**src/rtl/kbd_port_pkg.sv**
```systemverilog
package kbd_port_pkg;

  // Strobes issued by the control to the datapath for one cycle
  typedef struct packed {
    logic loadChar;   // capture keyCode into the character register
    logic writeIe;    // load interrupt-enable from bus write data
    logic selStatus;  // address decodes to the status word
    logic selData;    // address decodes to the data word
  } portStrobes_t;

endpackage

```
**src/rtl/kbd_port_ctrl.sv**
```systemverilog
module kbd_port_ctrl
  import kbd_port_pkg::*;
#(
  parameter int          ADDR_W      = 16,
  parameter logic [15:0] STATUS_ADDR = 16'hFE00,
  parameter logic [15:0] DATA_ADDR   = 16'hFE02
) (
  input  logic              clk,
  input  logic              rstN,
  input  logic              keyValid,
  input  logic [ADDR_W-1:0] busAddr,
  input  logic              busRd,
  input  logic              busWr,
  output portStrobes_t      strobes,
  output logic              readyFlag,
  output logic              busHit
);

  localparam logic [ADDR_W-1:0] STATUS_A = ADDR_W'(STATUS_ADDR);
  localparam logic [ADDR_W-1:0] DATA_A   = ADDR_W'(DATA_ADDR);

  logic hitStatus;
  logic hitData;
  logic dataRead;
  logic accept;

  always_comb begin
    hitStatus = (busAddr == STATUS_A);
    hitData   = (busAddr == DATA_A);
    dataRead  = busRd & hitData;
    // A read of the data word frees the slot in the same cycle
    accept    = keyValid & (~readyFlag | dataRead);
    busHit    = hitStatus | hitData;

    strobes.loadChar  = accept;
    strobes.writeIe   = busWr & hitStatus;
    strobes.selStatus = hitStatus;
    strobes.selData   = hitData;
  end

  always_ff @(posedge clk) begin
    if (!rstN)          readyFlag <= 1'b0;
    else if (accept)    readyFlag <= 1'b1;
    else if (dataRead)  readyFlag <= 1'b0;
  end


  capture_sets_ready_chk: assert property (@(posedge clk) disable iff (!rstN)
    (keyValid && !readyFlag) |=> readyFlag);


  ready_hold_chk: assert property (@(posedge clk) disable iff (!rstN)
    (readyFlag && !(busRd && busAddr == DATA_A)) |=> readyFlag);


  read_clears_chk: assert property (@(posedge clk) disable iff (!rstN)
    (busRd && busAddr == DATA_A && !keyValid) |=> !readyFlag);


  sw_no_set_chk: assert property (@(posedge clk) disable iff (!rstN)
    (busWr && busAddr == STATUS_A && !keyValid && !readyFlag) |=> !readyFlag);


  read_and_arrive_chk: assert property (@(posedge clk) disable iff (!rstN)
    (readyFlag && keyValid && busRd && busAddr == DATA_A) |=> readyFlag);

endmodule

```
**src/rtl/kbd_port_dpath.sv**
```systemverilog
module kbd_port_dpath
  import kbd_port_pkg::*;
#(
  parameter int CODE_W    = 8,
  parameter int DATA_W    = 16,
  parameter int READY_BIT = 15,
  parameter int IE_BIT    = 14
) (
  input  logic              clk,
  input  logic              rstN,
  input  portStrobes_t      strobes,
  input  logic              readyFlag,
  input  logic [CODE_W-1:0] keyCode,
  input  logic [DATA_W-1:0] busWData,
  output logic [DATA_W-1:0] busRData,
  output logic              irqReq
);

  localparam int PAD_W = DATA_W - CODE_W;
  localparam logic [DATA_W-1:0] STATUS_MASK =
    (DATA_W'(1) << READY_BIT) | (DATA_W'(1) << IE_BIT);

  logic [CODE_W-1:0] charReg;
  logic              ieBit;
  logic [DATA_W-1:0] statusWord;
  logic [DATA_W-1:0] dataWord;

  always_ff @(posedge clk) begin
    if (!rstN) begin
      charReg <= '0;
      ieBit   <= 1'b0;
    end else begin
      if (strobes.loadChar) charReg <= keyCode;
      if (strobes.writeIe)  ieBit   <= busWData[IE_BIT];
    end
  end

  always_comb begin
    statusWord            = '0;
    statusWord[READY_BIT] = readyFlag;
    statusWord[IE_BIT]    = ieBit;
    dataWord              = {{PAD_W{1'b0}}, charReg};

    if (strobes.selStatus)    busRData = statusWord;
    else if (strobes.selData) busRData = dataWord;
    else                      busRData = '0;

    irqReq = readyFlag & ieBit;
  end


  data_upper_zero_chk: assert property (@(posedge clk) disable iff (!rstN)
    strobes.selData |-> (busRData[DATA_W-1:CODE_W] == '0));


  status_spare_zero_chk: assert property (@(posedge clk) disable iff (!rstN)
    strobes.selStatus |-> ((busRData & ~STATUS_MASK) == '0));


  char_hold_chk: assert property (@(posedge clk) disable iff (!rstN)
    !strobes.loadChar |=> $stable(charReg));


  ie_load_chk: assert property (@(posedge clk) disable iff (!rstN)
    strobes.writeIe |=> (ieBit == $past(busWData[IE_BIT])));

endmodule

```
**src/rtl/kbd_input_port.sv**
```systemverilog
module kbd_input_port
  import kbd_port_pkg::*;
#(
  parameter int          ADDR_W      = 16,
  parameter int          DATA_W      = 16,
  parameter int          CODE_W      = 8,
  parameter logic [15:0] STATUS_ADDR = 16'hFE00,
  parameter logic [15:0] DATA_ADDR   = 16'hFE02,
  parameter int          READY_BIT   = 15,
  parameter int          IE_BIT      = 14
) (
  input  logic              clk,
  input  logic              rstN,
  input  logic [CODE_W-1:0] keyCode,
  input  logic              keyValid,
  input  logic [ADDR_W-1:0] busAddr,
  input  logic              busRd,
  input  logic              busWr,
  input  logic [DATA_W-1:0] busWData,
  output logic [DATA_W-1:0] busRData,
  output logic              busHit,
  output logic              irqReq
);

  portStrobes_t strobes;
  logic         readyFlag;

  kbd_port_ctrl #(
    .ADDR_W      (ADDR_W),
    .STATUS_ADDR (STATUS_ADDR),
    .DATA_ADDR   (DATA_ADDR)
  ) u_ctrl (
    .clk       (clk),
    .rstN      (rstN),
    .keyValid  (keyValid),
    .busAddr   (busAddr),
    .busRd     (busRd),
    .busWr     (busWr),
    .strobes   (strobes),
    .readyFlag (readyFlag),
    .busHit    (busHit)
  );

  kbd_port_dpath #(
    .CODE_W    (CODE_W),
    .DATA_W    (DATA_W),
    .READY_BIT (READY_BIT),
    .IE_BIT    (IE_BIT)
  ) u_dpath (
    .clk       (clk),
    .rstN      (rstN),
    .strobes   (strobes),
    .readyFlag (readyFlag),
    .keyCode   (keyCode),
    .busWData  (busWData),
    .busRData  (busRData),
    .irqReq    (irqReq)
  );

endmodule

```
**config.mk**
```make
export PLATFORM = sky130hd
export DESIGN_NAME = kbd_input_port
export DESIGN_NICKNAME = d
export VERILOG_FILES = /design/src/rtl/kbd_port_pkg.sv /design/src/rtl/kbd_port_ctrl.sv /design/src/rtl/kbd_port_dpath.sv /design/src/rtl/kbd_input_port.sv
export SDC_FILE = /design/constraint.sdc
export NUM_CORES = 1
export LEC_CHECK = 0
export ABC_CLOCK_PERIOD_IN_PS = 1700
export BUFFER_PORTS_ARGS = -buffer_cell sky130_fd_sc_hd__buf_2
export CAP_MARGIN = 20
export CORE_MARGIN = 1
export CORE_UTILIZATION = 38
export DETAILED_ROUTE_END_ITERATION = 16
export PLACE_DENSITY_LB_ADDON = 0.12
export REMOVE_ABC_BUFFERS = 1
export SLEW_MARGIN = 0
export SYNTH_ARGS = -nofsm -noshare
export SYNTH_HDL_FRONTEND = slang
export SYNTH_SLANG_ARGS = --single-unit
```
**constraint.sdc**
```tcl
create_clock -name clk -period 1.7 [get_ports clk]
set_input_delay 0.255 -clock clk [delete_from_list [all_inputs] [get_ports clk]]
set_output_delay 0.255 -clock clk [all_outputs]
set_load 0.005 [all_outputs]
```
* Yosys cells after proc, flatten, opt, wreduce, memory -nomap -nowiden
Index checks and enable logic that the tools add are counted.
** Word-level totals
- Input bits :: 45
- Word-level logic and storage cells :: 17
- Output and inout port bits :: 18
- Register bits :: 10
** Cells by class
- Mux-type cells :: 4
- Reduce and logical (&&, ||, !) cells :: 1
- Eq/ne operators :: 2
- Bitwise gates (word level) :: 7
** Operators by type and width (count)
- 16-bit == test, second input constant :: 2
- 16-bit two-way mux :: 1
- 8-bit two-way mux :: 1
- 1-bit bitwise AND :: 4
- 1-bit two-way mux :: 2
- 1-bit bitwise OR :: 2
- 2-bit nonzero test :: 1
- 1-bit inverter :: 1

* Logic depth before layout (Yosys ltp)
- Depth in word-level cells :: 5
- Depth in mapped cells :: 6
- Gate-level depth less buffers :: 4

* By module
Synthesis repeated with hierarchy kept, for this count alone.
** Second synthesis, totals
- Cell total of the unflattened synthesis :: 65
- Area total of the unflattened synthesis :: 628.1 um^2
** By module, submodules not included
- kbd_port_dpath :: area an instance 464.2 um^2, times used 1, seq. area each 180.2 um^2, cells each 47
- kbd_port_ctrl :: area an instance 163.9 um^2, times used 1, seq. area each 20.0 um^2, cells each 18

* Least setup slack after synthesis
OpenSTA, ideal clock, no wires.
- Path type :: input -> output
- Start :: in busAddr[6]
- End :: out busRData[0]
- Buffers on the path :: 1
- Arrival time :: 1.102 ns
- Stages on the path :: 4
- Data required time :: 1.445 ns
- Setup slack :: 0.343 ns
- Cell sequence :: nor4b_4 > and4_1 > buf_6 > and3_1
** On the way
- Longest elaborated chain between the ends :: 3
- Elaborated cells between the ends (all ways) :: 4
- Those cells by class :: eq/ne: 2; mux: 2
** RTL lines
- start, declared :: line kbd_input_port.sv:16 : input logic [ADDR_W-1:0] busAddr,
- 16-bit == test :: line kbd_port_ctrl.sv:29 : hitData = (busAddr == DATA_A);
- 8-bit two-way mux :: line kbd_port_dpath.sv:45 : else if (strobes.selData) busRData = dataWord;
- 16-bit two-way mux * :: line kbd_port_dpath.sv:44 : if (strobes.selStatus) busRData = statusWord;
- end, declared :: line kbd_input_port.sv:20 : output logic [DATA_W-1:0] busRData,
Mark *: on every way between the ends. The rest lies on a longest branch, timed or not.

* Worst setup path after layout
- Start :: in busAddr[6]
- End :: out busRData[1]
The elaborated chain is that of the path after synthesis.

==> implementation parameters <==
Parameter                              Value

Run status
  Status    finished clean

STA
  Final clock period utilization by the worst path    93.85%
  Maximum clock frequency    626.8 MHz
  Final TNS setup    0 ns
  Fin Clk Skew    0.01245 ns
  Fin crit period    1.595 ns
  Hold violation total from the final report    0
  Worst-margin pin slew    0.5383 ns
  Number of max-slew violations in the final report    0
  Worst max-slew margin expressed relative to the limit    64.11%
  Final setup violation count    0
  Setup WS post-layout    0.1046 ns

Yosys
  Yosys cell types    26
  Cell types occupying the most area after synthesis    dfxtp_1, and3_1, nand2_1
  Register area share after synthesis    25.20%
  Number of flip-flops and latches in the synthesized netlist    10
  Synthesized netlist cell count    99
  Post-Synthesis Mean Instance Area    8.025 um2
  Synth async-reset ratio    0%
  Fraction of synthesized cell area taken by the top area cell type    25.20%
  Biggest area consumer among synthesized cells    dfxtp_1
  Number of enable flip-flop cells after synthesis    0
  Post-synthesis cell area    794.5 um2
  Most used DFF post-synth    dfxtp_1
  Warning count from the yosys run    0

GRT
  All-Layer GR Usage    17.05%
  Total congestion overflow    0
  Vias in the first global route    656
  Pin count of the biggest net entering global routing    20
  Initial antenna violation count    0
  First-pass GRT wire length    2.760 mm

Clock network
  Clock network latency to the later pin of the worst-skew pair    0.27 ns
  Clock root cell    clkbuf_4
  CTS tree    built
  Clock Path Buffers    2
  Clock H-tree levels    1
  Clk pin slew, worst setup/hold paths    0.06 ns
  Total CTS buffers    3
  Total number of clock tree sinks    10

Worst hold path
  Path type of the worst min-delay path    primary input to register

Detailed routing
  Total via count in the routed design    840
  Total length of routed wires    1.853 mm
  Via density    4.912
  First-pass iteration count of the detailed router    6
  Number of routed nets with antenna violations    0
  Number of remaining DRC errors    0
  DRT iter0 DRCs    24
  Routed length per placed instance    10.84 um

Placement
  DP Cell Count    167
  GP Congestion    0.6961
  HPWL after detailed placement    1.332 mm
  Placement-stage worst setup slack    0.03620 ns
  Port Buffers    41

Floorplanning
  Initial Utilization    40.50%
  Number of I/O pins    63
  Core region area    1962 um2
  Floorplan die width    47.73 um
  Overall die area    2278 um2
  Rows    16
  Die Height    47.73 um

Pwr
  LEAKAGE    0.5718 nW
  Power density of the placed cells    577.8 nW/um2
  Peak supply drop    0.5334 mV
  Total power consumption of the routed design    0.6116 mW

Job
  Number of violations of the max-capacitance limit    0

Final layout
  Ant diodes    0
  Post-layout utilization of the core    53.95%
  Commonest cells after routing, fill and taps aside    buf_2, nand2_1, and3_1
  Most common cell after layout, fill and taps aside    buf_2
  Post-Layout Cell Count    171
  Area growth from synthesis to layout    33.23%
  Number of nets in the finished design    190
  Fraction of layout instances using a drive strength above 1    42.36%
  Fillers    205

Worst setup path
  Crit path max-delay cell type    and4_4
  Critical Path RT    1.44 ns
  Chain of cells forming the critical path    buf_2, nor4b_4, and4_4, buf_4, and3_1, buf_2
  CP dominant cell by count    buf_2
  Critical path type    primary input to output port
  Critical Path Sink Type    output port
  Kind of start point of the critical path    primary input
  Register-to-register setup slack    0.25 ns
  Data arrival, critical path    1.34 ns
  Maximum fanout count along the critical path    5
  Delay contributed by the slowest stage of the critical path    0.29 ns
timing repair:
action	4_1_cts	5_1_grt
resized for setup	0	2
hold buffers	0	0
endpoints found under the hold margin	0	0
buffers inserted	0	0
setup endpoints to repair	0	9
path summary, 6_finish.rpt:
| check | startpoint | to | cells after the start |
|---|---|---|---|
| worst max register to register | u_ctrl.readyFlag | u_dpath.charReg[2] | 4 |
| worst max-delay path | busAddr[6] | busRData[1] | 6 |
| worst min-delay path | keyValid | u_ctrl.readyFlag | 2 |
| worst min register to register | u_dpath.ieBit | u_dpath.ieBit | 2 |
sequential cells by signal (all words and copies together), names as in the netlist:
register	cells
u_ctrl.readyFlag	1
u_dpath.charReg	8
u_dpath.ieBit	1
critical path: cells and delay by family:
kind | cells | cell delay (ns)
simple gates | 3 | 0.73
buf+inv | 3 | 0.35
stage by stage:
step,hold slack (ns),area (um2)
after global placement,0.4584,1020
after global routing,0.2429,1059
after detailed placement,0.4663,1020
final,0.2331,1059
after CTS,0.2320,1056
after floorplan,0.3725,720.7
cell families after synthesis:
logic type	count (synthesis)	synth area share (%)
multiplexers	1	1.260
buffers and inverters	14	12.12
AO/OA/AOI/OAI	18	17.48
other	1	0.4720
AND/OR/NAND/NOR	55	43.47
flip-flops	10	25.20
per-layer routing:
| layer | track usage [%] | wire length (um) |
|---|---|---|
| met1 | 22.22 | 870 |
| met2 | 28.38 | 852 |
| met3 | 5.660 | 130 |
| met4 | 1.667 | 0 |
| met5 | 0 | 0 |
layout make-up:
type	count	area (um2)	share of cell area [%]
Multi-Input combinational cell	80	519.2	49.05
Sequential cell	10	200.2	18.91
Inverter	1	3.754	0.3546
Timing Repair Buffer	49	265.3	25.06
Clock buffer	4	36.28	3.428
Tap cell	27	33.78	3.191
Yosys cell counts, types with 2 or more instances:
cell type	instances
nand2_1	18
and3_1	16
dfxtp_1	10
a21oi_1	8
nor2_1	8
buf_4	6
o311ai_1	6
and2_1	3
and4_1	2
buf_2	2
buf_6	2
nor3b_2	2
nor4b_4	2
o311ai_2	2
power breakdown:
group / switching (mW) / leakage (nW) / internal [mW]
logic: 0.0653 / 0.468 / 0.0631
clock network: 0.0864 / 0.0210 / 0.130
registers: 0.00835 / 0.0827 / 0.258
total: 0.160 / 0.572 / 0.452
(Power assumes the default switching activity.)
